--- config.mk ---
export PLATFORM = sky130hd
export DESIGN_NAME = xfer_seq
export DESIGN_NICKNAME = d
export VERILOG_FILES = /design/src/rtl/xfer_seq_pkg.sv /design/src/rtl/xfer_seq_pick.sv /design/src/rtl/xfer_seq_addr.sv /design/src/rtl/xfer_seq.sv
export SDC_FILE = /design/constraint.sdc
export NUM_CORES = 1
export LEC_CHECK = 0
export ABC_AREA = 1
export CORE_MARGIN = 3
export CORE_UTILIZATION = 51
export DETAILED_ROUTE_END_ITERATION = 10
export HOLD_SLACK_MARGIN = 0.06
export PLACE_DENSITY = 0.83
export SETUP_SLACK_MARGIN = 0.15
export SYNTH_ARGS = -nofsm -noshare
export SYNTH_HDL_FRONTEND = slang
export SYNTH_SLANG_ARGS = --single-unit
--- constraint.sdc ---
create_clock -name clk -period 3.25 [get_ports clk]
set_input_delay 0.65 -clock clk [delete_from_list [all_inputs] [get_ports clk]]
set_output_delay 0.65 -clock clk [all_outputs]
set_load 0.02 [all_outputs]
--- src/rtl/xfer_seq_pkg.sv ---
// Shared types for the block-transfer sequencer.
package xfer_seq_pkg;
    // Sequencer phase: waiting for a command, issuing beats, reporting completion.
    typedef enum logic [1:0] {
        ST_IDLE = 2'd0,
        ST_BEAT = 2'd1,
        ST_DONE = 2'd2
    } seq_state_t;
endpackage

--- src/rtl/xfer_seq_pick.sv ---
// Lowest-set-bit finder.
// Returns the index of the least significant set bit of vec and whether any bit is set.
// Assumes N is at least 2; purely combinational.
module xfer_seq_pick #(
    parameter int N     = 16,
    parameter int IDX_W = $clog2(N)
) (
    input  logic [N-1:0]     vec,
    output logic [IDX_W-1:0] idx,
    output logic             any
);
    // Scan from the top down so the lowest set bit wins.
    always_comb begin
        idx = '0;
        for (int i = N - 1; i >= 0; i--) begin
            if (vec[i]) begin
                idx = IDX_W'(i);
            end
        end
    end

    // Flag a non-empty vector.
    assign any = |vec;
endmodule

--- src/rtl/xfer_seq_addr.sv ---
// Transfer address register.
// On load it takes the base, or base plus the sign-extended offset for the single form.
// On each step it advances by STEP bytes. Assumes load and step are never high together.
module xfer_seq_addr #(
    parameter int ADDR_W = 32,
    parameter int OFF_W  = 12,
    parameter int STEP   = 4
) (
    input  logic              clk,
    input  logic              rst_n,
    input  logic              load_en,
    input  logic              single,
    input  logic [ADDR_W-1:0] base,
    input  logic [OFF_W-1:0]  offset,
    input  logic              step_en,
    output logic [ADDR_W-1:0] cur_addr
);
    localparam int EXT_W = ADDR_W - OFF_W;

    logic [ADDR_W-1:0] off_ext;

    // Sign-extend the immediate offset to the address width.
    assign off_ext = {{EXT_W{offset[OFF_W-1]}}, offset};

    // Hold the running address; load at command start, advance per accepted beat.
    always_ff @(posedge clk) begin
        if (!rst_n) begin
            cur_addr <= '0;
        end else if (load_en) begin
            cur_addr <= single ? (base + off_ext) : base;
        end else if (step_en) begin
            cur_addr <= cur_addr + ADDR_W'(STEP);
        end
    end
endmodule

--- src/rtl/xfer_seq.sv ---
// Block-transfer address sequencer (top).
// Accepts one command while idle. For a multiple transfer it walks the register mask
// lowest index first with increment-after addressing, one beat per set bit. For the
// single form it issues one beat at base plus offset. After the last accepted beat it
// pulses done with the updated base and the writeback decision; writeback is refused
// when the base register is the highest index (program counter).
// Assumes cmd_* inputs are stable only in the accepting cycle.
module xfer_seq #(
    parameter int ADDR_W = 32,
    parameter int NREG   = 16,
    parameter int OFF_W  = 12,
    parameter int STEP   = 4,
    parameter int IDX_W  = $clog2(NREG)
) (
    input  logic              clk,
    input  logic              rst_n,
    input  logic              cmd_valid,
    output logic              cmd_ready,
    input  logic [ADDR_W-1:0] cmd_base,
    input  logic [NREG-1:0]   cmd_mask,
    input  logic              cmd_load,
    input  logic              cmd_wb,
    input  logic [IDX_W-1:0]  cmd_base_idx,
    input  logic              cmd_single,
    input  logic [OFF_W-1:0]  cmd_offset,
    input  logic [IDX_W-1:0]  cmd_rd,
    output logic              beat_valid,
    input  logic              beat_ready,
    output logic [ADDR_W-1:0] beat_addr,
    output logic [IDX_W-1:0]  beat_reg,
    output logic              beat_load,
    output logic              done,
    output logic [ADDR_W-1:0] done_base,
    output logic              done_wb,
    output logic              done_err
);
    import xfer_seq_pkg::*;

    localparam logic [IDX_W-1:0] PC_IDX = IDX_W'(NREG - 1);

    seq_state_t       state_q;
    logic [NREG-1:0]  mask_q;
    logic [NREG-1:0]  start_mask;
    logic [NREG-1:0]  mask_next;
    logic             load_q;
    logic             single_q;
    logic             wb_q;
    logic             err_q;
    logic             accept_cmd;
    logic             accept_beat;
    logic [IDX_W-1:0] pick_idx;
    logic             pick_any;
    logic [ADDR_W-1:0] cur_addr;

    // Command and beat handshakes.
    assign cmd_ready   = (state_q == ST_IDLE);
    assign accept_cmd  = cmd_valid && cmd_ready;
    assign beat_valid  = (state_q == ST_BEAT);
    assign accept_beat = beat_valid && beat_ready;

    // Single form becomes a one-hot mask so one walk serves both forms.
    assign start_mask = cmd_single ? (NREG'(1) << cmd_rd) : cmd_mask;

    // Remaining mask once the current lowest register is retired.
    assign mask_next = mask_q & ~(NREG'(1) << pick_idx);

    xfer_seq_pick #(
        .N     (NREG),
        .IDX_W (IDX_W)
    ) u_pick (
        .vec (mask_q),
        .idx (pick_idx),
        .any (pick_any)
    );

    xfer_seq_addr #(
        .ADDR_W (ADDR_W),
        .OFF_W  (OFF_W),
        .STEP   (STEP)
    ) u_addr (
        .clk      (clk),
        .rst_n    (rst_n),
        .load_en  (accept_cmd),
        .single   (cmd_single),
        .base     (cmd_base),
        .offset   (cmd_offset),
        .step_en  (accept_beat && !single_q),
        .cur_addr (cur_addr)
    );

    // Phase sequencing: idle -> beats -> done pulse -> idle; empty mask skips beats.
    always_ff @(posedge clk) begin
        if (!rst_n) begin
            state_q <= ST_IDLE;
        end else begin
            unique case (state_q)
                ST_IDLE: if (accept_cmd) state_q <= (|start_mask) ? ST_BEAT : ST_DONE;
                ST_BEAT: if (accept_beat && (mask_next == '0)) state_q <= ST_DONE;
                ST_DONE: state_q <= ST_IDLE;
                default: state_q <= ST_IDLE;
            endcase
        end
    end

    // Remaining-register mask: captured at start, one bit cleared per accepted beat.
    always_ff @(posedge clk) begin
        if (!rst_n) begin
            mask_q <= '0;
        end else if (accept_cmd) begin
            mask_q <= start_mask;
        end else if (accept_beat) begin
            mask_q <= mask_next;
        end
    end

    // Command attributes held for the whole command.
    always_ff @(posedge clk) begin
        if (!rst_n) begin
            load_q   <= 1'b0;
            single_q <= 1'b0;
            wb_q     <= 1'b0;
            err_q    <= 1'b0;
        end else if (accept_cmd) begin
            load_q   <= cmd_load;
            single_q <= cmd_single;
            wb_q     <= cmd_wb && (cmd_base_idx != PC_IDX);
            err_q    <= cmd_wb && (cmd_base_idx == PC_IDX);
        end
    end

    // Beat fields; pick_any is always true while beats are issued.
    assign beat_addr = cur_addr;
    assign beat_reg  = pick_any ? pick_idx : '0;
    assign beat_load = load_q;

    // Completion report, qualified by the done phase.
    assign done      = (state_q == ST_DONE);
    assign done_base = cur_addr;
    assign done_wb   = done && wb_q;
    assign done_err  = done && err_q;
endmodule

==> flow_results.org <==
** Outcome
- Status :: finished clean

** Global routing
- The number of antenna violations at the first check in global routing is 0.
- After global routing the overflow that remains totals 0.
- The via count of the first global-routing pass was between 6000 and 7000.
- GR Util All Layers :: between 20% and 30%
- Wire length of the first global-routing pass :: 30600 um
- Entering global routing, the biggest net connects 48 pins.

** Setup path
- Maximum single-stage delay on the critical path :: 0.51 ns
- The signal on the critical path passes through clkdlybuf4s50_1 -> ha_4 -> nand2_1 -> nor2_1 -> a211oi_2 -> o21bai_1 -> nand2_1 -> nand2_2 -> nand2_1 -> nand2_1 -> nand2_1 -> nand2_1 -> nand2_1 -> nand2_2 -> nand2_1 -> buf_4 -> nor2_1 -> nor2_1 -> nand2_1 -> nand3_1 -> nand2_1 -> a21oi_1.
- STA classifies the critical path endpoint as a flip-flop.
- STA classifies the critical path startpoint as an input pin.
- Dominant delay contributor by cell family on the critical path :: simple AND/OR/NAND/NOR gates
- Maximum fanout along the worst path :: 4
- The worst register-to-register path ends at u_addr.cur_addr[31].
- Number of buffer and inverter instances along the worst setup path :: 2
- Most used cell along the critical path :: sky130_fd_sc_hd__nand2_1
- For this design, the slowest cell found on the critical path is sky130_fd_sc_hd__clkdlybuf4s50_1.
- Critical Setup Path Class :: input pin to flip-flop
- The startpoint identified for the worst register-to-register timing path is u_addr.cur_addr[2].
- FF-to-FF setup slack :: 0.65 ns
- Length in cells of the worst reg-to-reg path :: 15
- Required time of the critical path :: around 3.5 ns
- At the worst endpoint, the arrival time is 3.18 ns.

** Floorplan
- Placeable core region :: 0.0109 mm2
- I/O Pins :: 149
- Die area :: 0.0125 mm2
- From left edge to right edge, the die measures 112 um.
- Number of core rows :: 38
- The die is 112 um tall.
- Initial Util :: about 52%

** Clock tree
- Counting every sink on the clock net gives 54.
- The clock passes through at most 2 buffers.
- Buffers inserted to repair hold after CTS numbered 0.
- Clock tree from TritonCTS :: built
- Clock tree root driver cell :: sky130_fd_sc_hd__clkbuf_8
- Clock latency on the worst-skew pair, taken at its later pin, is 0.31 ns.
- Number of buffers created by CTS :: 5
- Level count of the clock H-tree :: 2
- Clock-pin slew was measured on the worst setup and hold paths at 0.10 ns.

** Synth
- Post-synth EDFFs :: 0
- Synthesis instantiated 50 different standard cells from the library.
- Of the post-synthesis cell area, the dominant cell type holds 18.9%.
- Top area cells in the synthesized netlist :: sky130_fd_sc_hd__dfxtp_1 19%, sky130_fd_sc_hd__nand2_1 12%, sky130_fd_sc_hd__o21ai_0 7.4%, sky130_fd_sc_hd__ha_1 7.0%, sky130_fd_sc_hd__a21oi_1 6.5%
- In this run the mean area of a mapped cell was 6.24 um2.
- Most instantiated flip-flop cell in the synthesis netlist :: sky130_fd_sc_hd__dfxtp_1
- Number of instances in the synthesized netlist :: 915
- The largest total area in the synthesized netlist belongs to sky130_fd_sc_hd__dfxtp_1.
- After synthesis, the share of flip-flops with an asynchronous set or reset is 0%.
- Cell area after technology mapping :: 0.00571 mm2
- Yosys synthesis warning count :: 0
- In this run, synthesis produced a sequential element count of 54.
- Summing the sequential cell areas from Yosys gives 18.9% of the chip area.
- Counting every net in the synthesized netlist gives 1023.

** Power
- Of the total power, registers draw 30.8%.
- Summed over all cells, the static leakage comes to 0.00325 uW.
- Internal power comes to 1580 uW.
- Summed over all nets, the switching power comes to 1210 uW.
- Worst vdd rail ir drop :: around 250 uV
- Power share of the combinational group :: between 50% and 60%
- The clock network burns approximately 14% of the power.
- Pwr Density :: 366 mW/mm2
- In this run switching power makes up 43.3% of total power.

** Cells and area
- Layout Utilization :: 69.9%
- Number of nets in the layout :: around 1200
- Most common library cell in the layout ignoring fill and taps :: sky130_fd_sc_hd__nand2_1
- Leaving out fill and tap cells, the most frequent cells in the layout are 171 x sky130_fd_sc_hd__nand2_1, 143 x sky130_fd_sc_hd__clkdlybuf4s50_1, 98 x sky130_fd_sc_hd__nor2_1, 96 x sky130_fd_sc_hd__inv_1, 85 x sky130_fd_sc_hd__o21ai_0.
- Post-route cell area :: approximately 0.0076 mm2
- Relative to the synthesized area, the layout overhead comes to 33.2%.
- Of the cells placed in the final design, the portion with a size suffix greater than 1 is 10.7%.
- Count of inserted antenna diode cells :: 0

** Worst hold path
- For hold timing, the worst endpoint is single_q.
- The worst hold path passes through 2 cells.
- Hold Crit Start :: single_q
- Hold Crit Class :: flip-flop to flip-flop

** Detailed routing
- Average via count per standard cell :: 5.66
- For this block, the routed nets add up to 18900 um of wire.
- For this run, the detailed router's first-pass iteration total came to 5.
- For this run, design rule violations remaining after detail routing come to 0.
- Via count :: 6830
- The detail route stage leaves a number of antenna-violating nets equal to 0.
- The detailed router finished its first iteration with around 660 violations.
- Average detailed-routed wire length per instance :: 15.7 um

** STA
- Worst slew pin tran :: about 0.87 ns
- Adding up every negative setup slack in the final design gives 0 ns.
- After layout, the worst path uses 91.4% of the clock period.
- The final hold violation count was 0.
- Rel. slew slack :: 41.8%
- Worst Skew :: between 0.01 and 0.015 ns
- Setup repair after global routing missed its margin :: yes
- The number of pins exceeding their max-slew limit in the final report was 0.
- The smallest clock period supported by the final layout is computed as 2.97 ns.
- Setup violations remaining at the end of the flow were counted as 0.
- For this run, the top clock speed supported by timing is 337 MHz.

** Placement
- Summed over all nets, the half-perimeter wirelength after detailed placement is 14800 um.
- Post-Place Cell Area :: 0.00743 mm2
- GPL Wtd Cong :: 0.991
- The count of buffers added on input and output ports is 148.

** Run
- Max-cap viol count :: 0
-- worst max-delay path by stage --
stage / from / endpoint / cells after the start
5_1_grt: cmd_offset[2] / u_addr.cur_addr[23] / 22
3_5_place_dp: cmd_base[0] / u_addr.cur_addr[26] / 20
3_3_place_gp: cmd_base[0] / u_addr.cur_addr[26] / 20
6_report: cmd_offset[2] / u_addr.cur_addr[23] / 22
4_1_cts: cmd_base[0] / u_addr.cur_addr[26] / 20
2_1_floorplan: cmd_base[0] / u_addr.cur_addr[22] / 15
-- worst reg2reg max path, delay by kind of cell, from the launching register on --
kind,cells,cell delay (ns)
DFF,1,0.48
AOI/OAI and AO/OA,1,0.04
and+or+nand+nor,13,1.78
xor gates and xnor gates,1,0.15
-- routing by layer --
layer / wire (um) / global-route usage (%) / up-vias
li1: - / - / 3391
met1: 8180 / 38.1 / 3119
met2: 9060 / 50.4 / 284
met3: 1220 / 3.04 / 36
met4: 466 / 8.19 / 0
met5: 0 / 0 / -
-- cell type report --
type	instances	area, um2
multi-input cells	698	3940
clock buffers	6	82.6
fillers	958	3280
inverters	100	375
well taps	140	175
repair buffers	209	1960
flip-flops and latches	54	1080
-- flip-flops by register name, summed over array words and instances (netlist names) --
| name | count |
|---|---|
| state_q | 2 |
| mask_q | 16 |
| err_q | 1 |
| single_q | 1 |
| wb_q | 1 |
| u_addr.cur_addr | 32 |
| beat_load | 1 |
-- what timing repair did --
item / 4_1_cts / 5_1_grt
cloned: 0 / 0
pin swaps: 1 / 8
setup endpoints to repair: 1 / 17
setup buffers: 0 / 3
gates resized for setup: 2 / 19
-- power groups by stage --
stage | clock (uW) | sequential, uW | combinational (uW)
finish | 389 | 857 | 1540
global route | 402 | 870 | 1670
CTS | 381 | 853 | 1500
detailed placement | 0 | 868 | 1500
global placement | 0 | 866 | 1490
floorplan | 0 | 910 | 862
-- synth_stat cells (3+ instances only) --
library cell,number
sky130_fd_sc_hd__xnor2_1,8
sky130_fd_sc_hd__a21oi_1,74
sky130_fd_sc_hd__a21oi_2,4
sky130_fd_sc_hd__ha_1,32
sky130_fd_sc_hd__a221oi_1,6
sky130_fd_sc_hd__dfxtp_1,54
sky130_fd_sc_hd__or2_2,7
sky130_fd_sc_hd__nor2_1,98
sky130_fd_sc_hd__nand3_2,3
sky130_fd_sc_hd__buf_1,5
sky130_fd_sc_hd__nor4_1,7
sky130_fd_sc_hd__nor3_1,20
sky130_fd_sc_hd__buf_4,32
sky130_fd_sc_hd__nand3b_1,3
sky130_fd_sc_hd__nand3_4,3
sky130_fd_sc_hd__a22oi_1,4
sky130_fd_sc_hd__clkbuf_1,22
sky130_fd_sc_hd__inv_1,97
sky130_fd_sc_hd__o211ai_1,9
sky130_fd_sc_hd__nand4_1,16
sky130_fd_sc_hd__clkinv_1,3
sky130_fd_sc_hd__xor2_1,27
sky130_fd_sc_hd__o21ai_1,3
sky130_fd_sc_hd__o21bai_1,4
sky130_fd_sc_hd__nand2_1,175
sky130_fd_sc_hd__nor2_4,4
sky130_fd_sc_hd__o221ai_1,5
sky130_fd_sc_hd__o21ai_0,85
sky130_fd_sc_hd__nand3_1,40
sky130_fd_sc_hd__and3_1,3
sky130_fd_sc_hd__a31oi_1,35
-- per-stage QoR --
stage	std cells	total power [uW]	setup slack [ns]	hold slack (ns)
floorplan	915	1770	0.535	0.449
global placement	1198	2350	-0.0849	0.463
detailed placement	1198	2360	-0.184	0.468
CTS	1204	2740	0.207	0.482
global route	1207	2950	0.0247	0.502
finish	1207	2780	0.279	0.483
-- kinds of logic after synthesis --
logic type	synth area share (%)
compound gates	24.6
xor+xnor	5.37
fa+ha+maj	7.36
buf+inv	13.2
flops	18.9
simple gates	30.5
Power figures use the tool's default switching activity.
